$ cat src/rtl/rtc_cal_pkg.sv
package rtc_cal_pkg;

    localparam int unsigned WORD_W = 32;

    // byte offsets of the three words
    localparam logic [7:0] OFS_CTRL = 8'h00;
    localparam logic [7:0] OFS_DATE = 8'h10;
    localparam logic [7:0] OFS_TIME = 8'h14;

    // control word flag positions
    localparam int unsigned BIT_DATE_BUSY  = 7;
    localparam int unsigned BIT_TIME_BUSY  = 8;

    localparam logic [5:0] SEC_LAST  = 6'd59;
    localparam logic [5:0] MIN_LAST  = 6'd59;
    localparam logic [4:0] HOUR_LAST = 5'd23;
    localparam logic [3:0] MON_LAST  = 4'd12;

    typedef struct packed {
        logic [4:0] hour;
        logic [5:0] min;
        logic [5:0] sec;
    } hms_t;

    typedef struct packed {
        logic       leap;
        logic [5:0] year;
        logic [3:0] month;
        logic [4:0] day;
    } ymd_t;

    localparam hms_t HMS_RESET = '{hour: 5'd0, min: 6'd0, sec: 6'd0};
    localparam ymd_t YMD_RESET = '{leap: 1'b0, year: 6'd0, month: 4'd1, day: 5'd1};

    function automatic logic [WORD_W-1:0] hms_to_word(input hms_t t);
        logic [WORD_W-1:0] w;
        w        = '0;
        w[5:0]   = t.sec;
        w[13:8]  = t.min;
        w[20:16] = t.hour;
        return w;
    endfunction

    function automatic hms_t word_to_hms(input logic [WORD_W-1:0] w);
        hms_t t;
        t.sec  = w[5:0];
        t.min  = w[13:8];
        t.hour = w[20:16];
        return t;
    endfunction

    function automatic logic [WORD_W-1:0] ymd_to_word(input ymd_t d);
        logic [WORD_W-1:0] w;
        w        = '0;
        w[4:0]   = d.day;
        w[11:8]  = d.month;
        w[21:16] = d.year;
        w[22]    = d.leap;
        return w;
    endfunction

    function automatic ymd_t word_to_ymd(input logic [WORD_W-1:0] w);
        ymd_t d;
        d.day   = w[4:0];
        d.month = w[11:8];
        d.year  = w[21:16];
        d.leap  = w[22];
        return d;
    endfunction

    // offset 0 is 1970; a year is leap when (1970 + y) % 4 == 0
    function automatic logic leap_of(input logic [5:0] y);
        return (y[1:0] == 2'd2);
    endfunction

    function automatic logic [4:0] month_len(input logic [3:0] m, input logic leap);
        logic [4:0] n;
        case (m)
            4'd4, 4'd6, 4'd9, 4'd11: n = 5'd30;
            4'd2:                    n = leap ? 5'd29 : 5'd28;
            default:                 n = 5'd31;
        endcase
        return n;
    endfunction

endpackage

$ cat src/rtl/rtc_commit_slot.sv
// Holds one written word until DELAY tick pulses have passed, then
// emits a one-cycle commit alongside the held value.
module rtc_commit_slot #(
    parameter int unsigned WIDTH = 32,
    parameter int unsigned DELAY = 2
) (
    input  logic             clk,
    input  logic             rst,
    input  logic             tick,
    input  logic             req,
    input  logic [WIDTH-1:0] req_data,
    output logic             busy,
    output logic             commit,
    output logic [WIDTH-1:0] held
);
    localparam int unsigned CW = (DELAY > 1) ? $clog2(DELAY) : 1;
    localparam logic [CW-1:0] LAST = CW'(DELAY - 1);

    logic [CW-1:0] cnt;

    assign commit = busy && tick && (cnt == LAST);

    always_ff @(posedge clk) begin
        if (rst) begin
            busy <= 1'b0;
            cnt  <= '0;
            held <= '0;
        end else if (!busy) begin
            if (req) begin
                busy <= 1'b1;
                cnt  <= '0;
                held <= req_data;
            end
        end else if (tick) begin
            if (cnt == LAST) begin
                busy <= 1'b0;
            end else begin
                cnt <= cnt + 1'b1;
            end
        end
    end
endmodule

$ cat src/rtl/rtc_hms_counter.sv
module rtc_hms_counter
    import rtc_cal_pkg::*;
(
    input  logic clk,
    input  logic rst,
    input  logic tick,
    input  logic load,
    input  hms_t load_val,
    output hms_t cur,
    output logic day_carry
);
    logic at_midnight_edge;

    always_comb begin
        at_midnight_edge = (cur.sec >= SEC_LAST) && (cur.min >= MIN_LAST)
                           && (cur.hour >= HOUR_LAST);
        day_carry = tick && !load && at_midnight_edge;
    end

    always_ff @(posedge clk) begin
        if (rst) begin
            cur <= HMS_RESET;
        end else if (load) begin
            cur <= load_val;
        end else if (tick) begin
            if (cur.sec >= SEC_LAST) begin
                cur.sec <= '0;
                if (cur.min >= MIN_LAST) begin
                    cur.min <= '0;
                    if (cur.hour >= HOUR_LAST) begin
                        cur.hour <= '0;
                    end else begin
                        cur.hour <= cur.hour + 1'b1;
                    end
                end else begin
                    cur.min <= cur.min + 1'b1;
                end
            end else begin
                cur.sec <= cur.sec + 1'b1;
            end
        end
    end
endmodule

$ cat src/rtl/rtc_ymd_counter.sv
module rtc_ymd_counter
    import rtc_cal_pkg::*;
(
    input  logic clk,
    input  logic rst,
    input  logic adv,
    input  logic load,
    input  ymd_t load_val,
    output ymd_t cur
);
    logic       month_end;
    logic       year_end;
    logic [5:0] next_year;

    always_comb begin
        month_end = (cur.day >= month_len(cur.month, cur.leap));
        year_end  = (cur.month >= MON_LAST);
        next_year = cur.year + 1'b1;
    end

    always_ff @(posedge clk) begin
        if (rst) begin
            cur <= YMD_RESET;
        end else if (load) begin
            cur <= load_val;
        end else if (adv) begin
            if (month_end) begin
                cur.day <= 5'd1;
                if (year_end) begin
                    cur.month <= 4'd1;
                    cur.year  <= next_year;
                    cur.leap  <= leap_of(next_year);
                end else begin
                    cur.month <= cur.month + 1'b1;
                end
            end else begin
                cur.day <= cur.day + 1'b1;
            end
        end
    end
endmodule

$ cat src/rtl/rtc_cal_regs.sv
module rtc_cal_regs
    import rtc_cal_pkg::*;
#(
    parameter int unsigned ADDR_W       = 8,
    parameter int unsigned COMMIT_TICKS = 2
) (
    input  logic              clk,
    input  logic              rst,
    input  logic              tick_1hz,
    input  logic [ADDR_W-1:0] reg_addr,
    input  logic              reg_wr,
    input  logic [31:0]       reg_wdata,
    output logic [31:0]       reg_rdata
);
    localparam int unsigned HMS_W = $bits(hms_t);
    localparam int unsigned YMD_W = $bits(ymd_t);

    logic sel_ctrl, sel_date, sel_time;
    logic time_busy, date_busy;
    logic time_commit, date_commit;
    logic [HMS_W-1:0] time_held;
    logic [YMD_W-1:0] date_held;
    hms_t hms_cur;
    ymd_t ymd_cur;
    logic day_carry;
    hms_t hms_wr;
    ymd_t ymd_wr;

    assign sel_ctrl = (reg_addr == ADDR_W'(OFS_CTRL));
    assign sel_date = (reg_addr == ADDR_W'(OFS_DATE));
    assign sel_time = (reg_addr == ADDR_W'(OFS_TIME));
    assign hms_wr   = word_to_hms(reg_wdata);
    assign ymd_wr   = word_to_ymd(reg_wdata);

    rtc_commit_slot #(.WIDTH(HMS_W), .DELAY(COMMIT_TICKS)) time_slot_i (
        .clk(clk), .rst(rst), .tick(tick_1hz),
        .req(reg_wr && sel_time), .req_data(hms_wr),
        .busy(time_busy), .commit(time_commit), .held(time_held)
    );

    rtc_commit_slot #(.WIDTH(YMD_W), .DELAY(COMMIT_TICKS)) date_slot_i (
        .clk(clk), .rst(rst), .tick(tick_1hz),
        .req(reg_wr && sel_date), .req_data(ymd_wr),
        .busy(date_busy), .commit(date_commit), .held(date_held)
    );

    rtc_hms_counter hms_i (
        .clk(clk), .rst(rst), .tick(tick_1hz),
        .load(time_commit), .load_val(hms_t'(time_held)),
        .cur(hms_cur), .day_carry(day_carry)
    );

    rtc_ymd_counter ymd_i (
        .clk(clk), .rst(rst), .adv(day_carry),
        .load(date_commit), .load_val(ymd_t'(date_held)),
        .cur(ymd_cur)
    );

    always_comb begin
        reg_rdata = '0;
        if (sel_ctrl) begin
            reg_rdata[BIT_DATE_BUSY] = date_busy;
            reg_rdata[BIT_TIME_BUSY] = time_busy;
        end else if (sel_date) begin
            reg_rdata = ymd_to_word(ymd_cur);
        end else if (sel_time) begin
            reg_rdata = hms_to_word(hms_cur);
        end
    end
endmodule

$ cat config.mk
export PLATFORM = sky130hd
export DESIGN_NAME = rtc_cal_regs
export DESIGN_NICKNAME = d
export VERILOG_FILES = /design/src/rtl/rtc_cal_pkg.sv /design/src/rtl/rtc_commit_slot.sv /design/src/rtl/rtc_hms_counter.sv /design/src/rtl/rtc_ymd_counter.sv /design/src/rtl/rtc_cal_regs.sv
export SDC_FILE = /design/constraint.sdc
export NUM_CORES = 1
export LEC_CHECK = 0
export BUFFER_PORTS_ARGS = -buffer_cell sky130_fd_sc_hd__buf_4
export CORE_ASPECT_RATIO = 1.2
export CORE_MARGIN = 1
export CORE_UTILIZATION = 30
export DETAILED_ROUTE_END_ITERATION = 8
export SLEW_MARGIN = 0
export SYNTH_ARGS = -nofsm -noshare
export SYNTH_HDL_FRONTEND = slang
export SYNTH_SLANG_ARGS = --single-unit
$ cat constraint.sdc
create_clock -name clk -period 4 [get_ports clk]
set_input_delay 0.8 -clock clk [delete_from_list [all_inputs] [get_ports clk]]
set_output_delay 0.8 -clock clk [all_outputs]
set_load 0.01 [all_outputs]
# After elaboration in Yosys (flattened, before gate mapping)
# Index checks and enable logic that the tools add are counted.
# W data, S select, Z words.
[classes]
n_addsub = 8
magnitude_cmp = 5
n_eq_ne = 10
n_mux = 36
bitwise = 2
reduce_logical = 29
[op_table]
columns = ["op", "count"]
rows = [
  ["$mux W17", 2],
  ["$mux W16", 2],
  ["$mux W32", 1],
  ["$mux W23", 1],
  ["$mux W11", 2],
  ["$mux W21", 1],
  ["$add A6 B1 Y6 const B", 3],
  ["$mux W1", 17],
  ["$eq A8 B5 Y1 const B", 2],
  ["$reduce_bool A2 Y1", 8],
  ["$mux W5", 3],
  ["$mux W7", 2],
  ["$ge A6 B6 Y1 const B", 2],
  ["$mux W6", 2],
  ["$reduce_and A2 Y1", 6],
  ["$add A5 B1 Y5 const B", 2],
  ["$logic_and A1 B1 Y1", 10],
  ["$pmux W5 S2", 1],
  ["$eq A4 B3 Y1 const B", 2],
  ["$eq A4 B4 Y1 const B", 2],
  ["$logic_not A8 Y1", 1],
  ["$reduce_and A3 Y1", 2],
  ["$ge A5 B5 Y1", 1],
  ["$ge A5 B5 Y1 const B", 1],
  ["11 further kinds", 14],
]
[totals]
regBits = 70
in_bits = 44
output_inout_bits = 32

# Logic depth before layout (Yosys ltp)
# Gate-level depths: netlist of the first run.
[depth]
word_depth = 7
ltp_mapped = 11

# Cells and area by module
# From an unflattened synthesis of the first run, not the netlist that was laid out.
[hier_totals]
cells_unflattened = 504
hier_area_um2 = 4307.9
[by_module_without_submodules]
columns = ["module", "n_inst", "cells_per_inst", "area_each_um2"]
rows = [
  ["rtc_ymd_counter", 1, 139, 1132.3],
  ["rtc_hms_counter", 1, 142, 1103.6],
  ["rtc_commit_slot at time_slot_i", 1, 86, 848.3],
  ["rtc_commit_slot at date_slot_i", 1, 80, 802.0],
  ["rtc_cal_regs", 1, 57, 421.7],
]

# Worst setup path before layout of the first run
# Ideal clock, no wire load.
[synth_timing]
kind = "input port to output port"
start = "in reg_addr[3]"
end = "out reg_rdata[0]"
t_arrival_ps = 1922
t_required_ps = 3200
setup_slack_ps = 1278
cell_stages = 5
path_cell_list = "nor4_2 > and4b_1 > buf_4 > clkbuf_1 > a22o_1"
[synth_via]
elab_chain_len = 4
elab_cells_between_ends = 6
cone_classes = "eq/ne (2); mux (3); reduce/logical (1)"
[synth_rtl]
columns = ["element", "line_no", "rtl"]
rows = [
  ["start, declared", "rtc_cal_regs.sv:10", "input logic [ADDR_W-1:0] reg_addr,"],
  ["$eq A8 B5 Y1", "rtc_cal_regs.sv:31", "assign sel_time = (reg_addr == ADDR_W'(OFS_TIME));"],
  ["$mux W21", "rtc_cal_regs.sv:66", "end else if (sel_time) begin"],
  ["$mux W32", "rtc_cal_regs.sv:64", "end else if (sel_date) begin"],
  ["$mux W7 *", "rtc_cal_regs.sv:61", "if (sel_ctrl) begin"],
  ["end, declared", "rtc_cal_regs.sv:13", "output logic [31:0] reg_rdata"],
]
# Every way passes the cells marked *; elsewhere a longest branch is shown, timed or not.

# Final worst setup path of the first run
[layout_timing]
start = "in reg_addr[3]"
end = "out reg_rdata[1]"
# Same word-level chain as after synthesis.

==> impl_metrics.ini, run 1 <==
[outcome]
status = finished, final reports clean

[floorplan]
die-area_um2 = 13100
die-height_um = 125
die_x_um = 105
io-pin-count = 76
rows = 44
core_area_um2 = 12200
start_util_pct = 31.1

[timing]
timing.final.crit_share_pct = 78.2
hold_violations = 0
setup_viol_count_final = 0
slew_violations = 0
rsz0062_at_grt = no
worst_pin_slew_ns = 0.766
fin_crit_ns = 3.13
slew_headroom_pct = 48.9
final.setup.tns_ns = 0
skew_ns = 0.00424
holdWs_ns = 0.481
fmax_ghz = 0.320

[route]
wl_per_cell_um = 14.8
route.detailed.drc = 0
first_pass_iters = 4
vias_per_cell = 5.18
drtIter0Drc = 162
routed_wl_um = 9590
vias = 3344
ant_nets = 0

[clocking]
holdBufCountCts = 0
post_cts_buffers = 0
cts_max_level = 3
cts_buffers = 9
clock_path_buffers = 2
tritoncts = done
clk_latency_ns = 0.34
clkTransAtPathRegs_ns = 0.05
cts_root_buffer = clkbuf_16
cts_sinks = 70
cts-resized-gates = 0

[synthesis]
syn_inst = 447
ys_seq_area_share_pct = 36.8
synth-seq-cells = 70
ys.flop_type = dfxtp_1
async_reset_ff_share_pct = 0
syn_area_per_cell_um2 = 8.51
synth.distinct_cells = 57
syn_area_um2 = 3800
ys_warn_count = 0
synth_edf_count = 0

[power_and_ir_drop]
peakVddDrop_mv = 0.202
total_power_mw = 1.47
cellLeakagePower_nw = 1.84
pwr_density_cell_nw_per_um2 = 330

[worst_setup_path]
critical_path_arrival_ns = 2.33
critical_path_class = in2out
crit_slowest_cell = and4b_1
critPathMaxStageDelay_ns = 0.54
crit_path_end_kind = output port
startpoint_type = primary input
cp_max_fo = 10
cp_cell_sequence = buf_4 > nor4_2 > and4b_1 > buf_4 > a22o_1 > buf_4
crit_path_frequent_cell = buf_4
r2r_slack_ns = 1.14
cp_data_required_time_ns = 3.20

[placed_design]
dp_hpwl_um = 6840
portBuffers = 50
dp_cells = 632
place_congestion = 0.804

[global_route]
grt-ovfl-total = 0
grt_max_degree = 74
grt_pass1_vias = 3127
grt_pass1_wl_um = 15700
track_usage_pct = 15.1
antenna_found_initial = 0

[cells_and_area]
final_common_cell = dfxtp_1
diodes = 0
finalNonFillerCells = 646
nets = 538
syn_to_final_growth_pct = 17.5
layout_common_cells = dfxtp_1 (70), nor2_1 (66), buf_4 (56)
drive_above_1_share_pct = 14.6
finish.utilization_pct = 36.6

[job]
cap_violations = 0

[min_path]
min_path_type = reg2reg
==> path summary, 6_finish.rpt <==
kind	start	to	cells after the start
worst max-delay path	reg_addr[3]	reg_rdata[1]	6
worst min-delay path	date_slot_i.held[0]$_SDFFE_PP0P_	ymd_i.cur[0]$_SDFFE_PP1P_	2
worst max register to register	ymd_i.cur[5]$_SDFFE_PP1P_	ymd_i.cur[11]$_SDFFE_PP0P_	11
worst min register to register	date_slot_i.held[0]$_SDFFE_PP0P_	ymd_i.cur[0]$_SDFFE_PP1P_	2
==> layer usage <==
| layer | share of wire [%] | track usage [%] | vias up |
|---|---|---|---|
| li1 | - | - | 1673 |
| met1 | 45 | 18.2 | 1585 |
| met2 | 50 | 25.4 | 68 |
| met3 | 3.3 | 3.28 | 18 |
| met4 | 2.4 | 7.46 | 0 |
| met5 | 0 | 0 | - |
==> where the power goes <==
group	total [mW]	internal (mW)	switching, mW
sequential	0.705	0.701	0.00436
combinational	0.0616	0.0268	0.0348
clock	0.707	0.427	0.280
==> through the flow <==
stage          area [um2]  worst slack [ns]
2_1_floorplan        3840              1.28
3_3_place_gp         4210             0.764
3_5_place_dp         4210             0.695
4_1_cts              4470             0.878
5_1_grt              4470             0.779
6_report             4470             0.873
==> synthesized netlist by cell type (8+ instances only) <==
master / number / area share [%]
dfxtp_1: 70 / 37
nor2_1: 66 / 6.5
mux2i_1: 35 / 9.2
nand2_1: 28 / 2.8
o21ai_0: 24 / 3.2
clkbuf_1: 22 / 2.2
buf_4: 16 / 3.2
nand3_1: 15 / 2.0
a22o_1: 13 / 3.0
a21oi_1: 12 / 1.6
ha_1: 12 / 3.9
nor3_1: 11 / 1.4
a311oi_1: 10 / 2.3
and2_1: 10 / 1.6
and3_1: 9 / 1.5
inv_1: 8 / 0.79
==> flip-flops by register name, summed over array words and instances, names as in the netlist <==
register          count
time_slot_i.cnt       1
time_slot_i.held     17
date_slot_i.cnt       1
date_slot_i.busy      1
time_slot_i.busy      1
date_slot_i.held     16
hms_i.cur            17
ymd_i.cur            16
==> cell families (layout without fill, tap and decap cells) <==
logic type / count (synthesis) / in the layout / share of synthesized area (%)
other cells: 1 / 12 / 0.0986
flops: 70 / 70 / 36.8
buf+inv: 51 / 78 / 7.50
simple gates: 172 / 172 / 22.5
fa+ha+maj: 12 / 12 / 3.95
mux: 35 / 35 / 9.21
compound gates: 102 / 102 / 19.0
xor+xnor: 4 / 4 / 0.921
==> worst max-delay path: cells and delay by family <==
| kind | cells | cell delay (ns) |
|---|---|---|
| AND/OR/NAND/NOR | 2 | 0.87 |
| AO/OA/AOI/OAI | 1 | 0.17 |
| buffers and inverters | 3 | 0.48 |
==> final cells by class <==
class	count	area (um2)
Multi-Input combinational cell	337	2160
Inverter	8	30.0
Clock inverter	2	10.0
Sequential cell	70	1400
Fill cell	1310	7750
Tap cell	161	201
Clock buffer	12	246
Timing Repair Buffer	56	420
(Power assumes the default switching activity.)
==> inputs of run 2 (changes only) <==
Settings changed: ABC_AREA set to 1.
Clock period 4 ns to 3 ns, I/O delays scaled along.
==> impl_metrics.ini, run 2 <==
[worst_setup_path]
critPathMaxStageDelay_ns = 0.50
cp_data_required_time_ns = 3.27
crit_slowest_cell = o21ai_2
critical_path_arrival_ns = 2.89
crit_path_frequent_cell = nand2_1
startpoint_type = register
crit_path_end_kind = register
cp_max_fo = 13
rr_worst_depth = 15
critical_path_class = reg2reg
cp_cell_sequence = inv_1 > ha_1 > nor3b_1 > a22oi_1 > ha_1 > inv_1 > nand2_1 > nand2_1 > nand2_1 > nand2_1 > o21ai_2 > nand2_1 > nand2_1 > nand2_1 > nor2_1

[cells_and_area]
nets = 665
finalNonFillerCells = 778
syn_to_final_growth_pct = 19.9
final_common_cell = nand2_1
layout_common_cells = nand2_1 (89), nor2_1 (84), o21ai_0 (74)
finish.utilization_pct = 36.7
diodes = 0
largest_registers = hms_i.cur x17, time_slot_i.held x17
fin_area_um2 = 4630
drive_above_1_share_pct = 14.8

[global_route]
grt_max_degree = 50
grt_pass1_vias = 3503
grt_pass1_wl_um = 17000
track_usage_pct = 16.2
grt-ovfl-total = 0
antenna_found_initial = 0

[power_and_ir_drop]
total_power_mw = 2.16
pwr_density_cell_nw_per_um2 = 466
cellLeakagePower_nw = 2.06
peakVddDrop_mv = 0.316

[floorplan]
die-height_um = 126
io-pin-count = 76
rows = 45
start_util_pct = 30.6
core_area_um2 = 12600
die_x_um = 106
die-area_um2 = 13300

[synthesis]
synthTopCellsByCount = nand2_1 (89), nor2_1 (84), o21ai_0 (74)
async_reset_ff_share_pct = 0
ys_seq_area_share_pct = 36.3
synth.most_common_cell = nand2_1
synth.area.top_cells = dfxtp_1 (36%), o21ai_0 (9.6%), nand2_1 (8.6%)
syn_area_um2 = 3860
synth.largest_area_cell = dfxtp_1
synth_top_area_share_pct = 36.3
ys_warn_count = 0
synth.distinct_cells = 39
synth-seq-cells = 70
synth_edf_count = 0
syn_inst = 567
ys.flop_type = dfxtp_1
syn_area_per_cell_um2 = 6.81

[route]
drtIter0Drc = 197
wl_per_cell_um = 13.3
first_pass_iters = 4
vias_per_cell = 4.75
ant_nets = 0
vias = 3693
route.detailed.drc = 0
routed_wl_um = 10300

[clocking]
holdBufCountCts = 0
cts-resized-gates = 0
clkTransAtPathRegs_ns = 0.06
clk_latency_ns = 0.33
cts_max_level = 3
post_cts_buffers = 0
cts_root_buffer = clkbuf_16
cts_sinks = 70
tritoncts = done
clock_path_buffers = 2
cts_buffers = 9

[timing]
rsz0062_at_grt = no
skew_ns = 0.00412
hold_violations = 0
fin_crit_ns = 2.62
layout_setup_ws_ns = 0.384
holdWs_ns = 0.447
fmax_ghz = 0.382
slew_violations = 0
setup_viol_count_final = 0
final.setup.tns_ns = 0
timing.final.crit_share_pct = 87.2
worst_pin_slew_ns = 0.676
slew_headroom_pct = 54.8

[placed_design]
portBuffers = 50
dp_hpwl_um = 7460
dpl_cell_area_um2 = 4310
dp_cells = 762
place_congestion = 0.883
dp_slack_ns = 0.413

[outcome]
status = finished, final reports clean

[min_path]
hold_depth = 2
min_path_type = reg2reg

[job]
cap_violations = 0
==> run 2: final cells by class <==
| cell class | instances | area [um2] |
|---|---|---|
| clock inverter | 3 | 40.0 |
| sequential | 70 | 1400 |
| clock buffer | 13 | 280 |
| tap | 164 | 205 |
| multi-input combinational | 410 | 2060 |
| inverter | 63 | 236 |
| fill | 1379 | 7980 |
| timing repair buffer | 55 | 413 |
==> run 2: cells by family (layout without fill, tap and decap cells) <==
| family | count (synthesis) | count (layout) | share of synthesized area (%) |
|---|---|---|---|
| xor+xnor | 6 | 6 | 1.36 |
| simple gates | 238 | 238 | 27.7 |
| compound gates | 142 | 142 | 19.2 |
| flops | 70 | 70 | 36.3 |
| buf+inv | 98 | 134 | 11.6 |
| other cells | 1 | 12 | 0.0971 |
| fa+ha+maj | 12 | 12 | 3.89 |
==> run 2: where the power goes <==
part | total, mW | internal (mW) | switching [mW]
registers | 0.943 | 0.936 | 0.00685
logic | 0.0981 | 0.0404 | 0.0577
clock network | 1.12 | 0.731 | 0.389
total | 2.16 | 1.71 | 0.453
==> run 2: final timing paths <==
path / startpoint / end / slack, ns
hold reg to reg: date_slot_i.held[10]$_SDFFE_PP0P_ / date_slot_i.held[10]$_SDFFE_PP0P_ / 0.45
hold / removal: date_slot_i.held[10]$_SDFFE_PP0P_ / date_slot_i.held[10]$_SDFFE_PP0P_ / 0.45
setup / recovery: ymd_i.cur[5]$_SDFFE_PP1P_ / ymd_i.cur[12]$_SDFFE_PP0P_ / 0.38
setup reg to reg: ymd_i.cur[5]$_SDFFE_PP1P_ / ymd_i.cur[12]$_SDFFE_PP0P_ / 0.38
==> run 2: layer usage <==
layer / track usage (%) / wire length (um)
met5: 0 / 0
met4: 7.60 / 143
met3: 3.19 / 341
met2: 27.9 / 5270
met1: 19.3 / 4570
==> run 2: worst max-delay path: cells and delay by family, from the launching register on <==
kind	cells	cell delay (ns)
flip-flops	1	0.37
adder cells (fa/ha/maj)	2	0.45
buffers and inverters	2	0.16
AO/OA/AOI/OAI	2	0.65
AND/OR/NAND/NOR	9	0.93
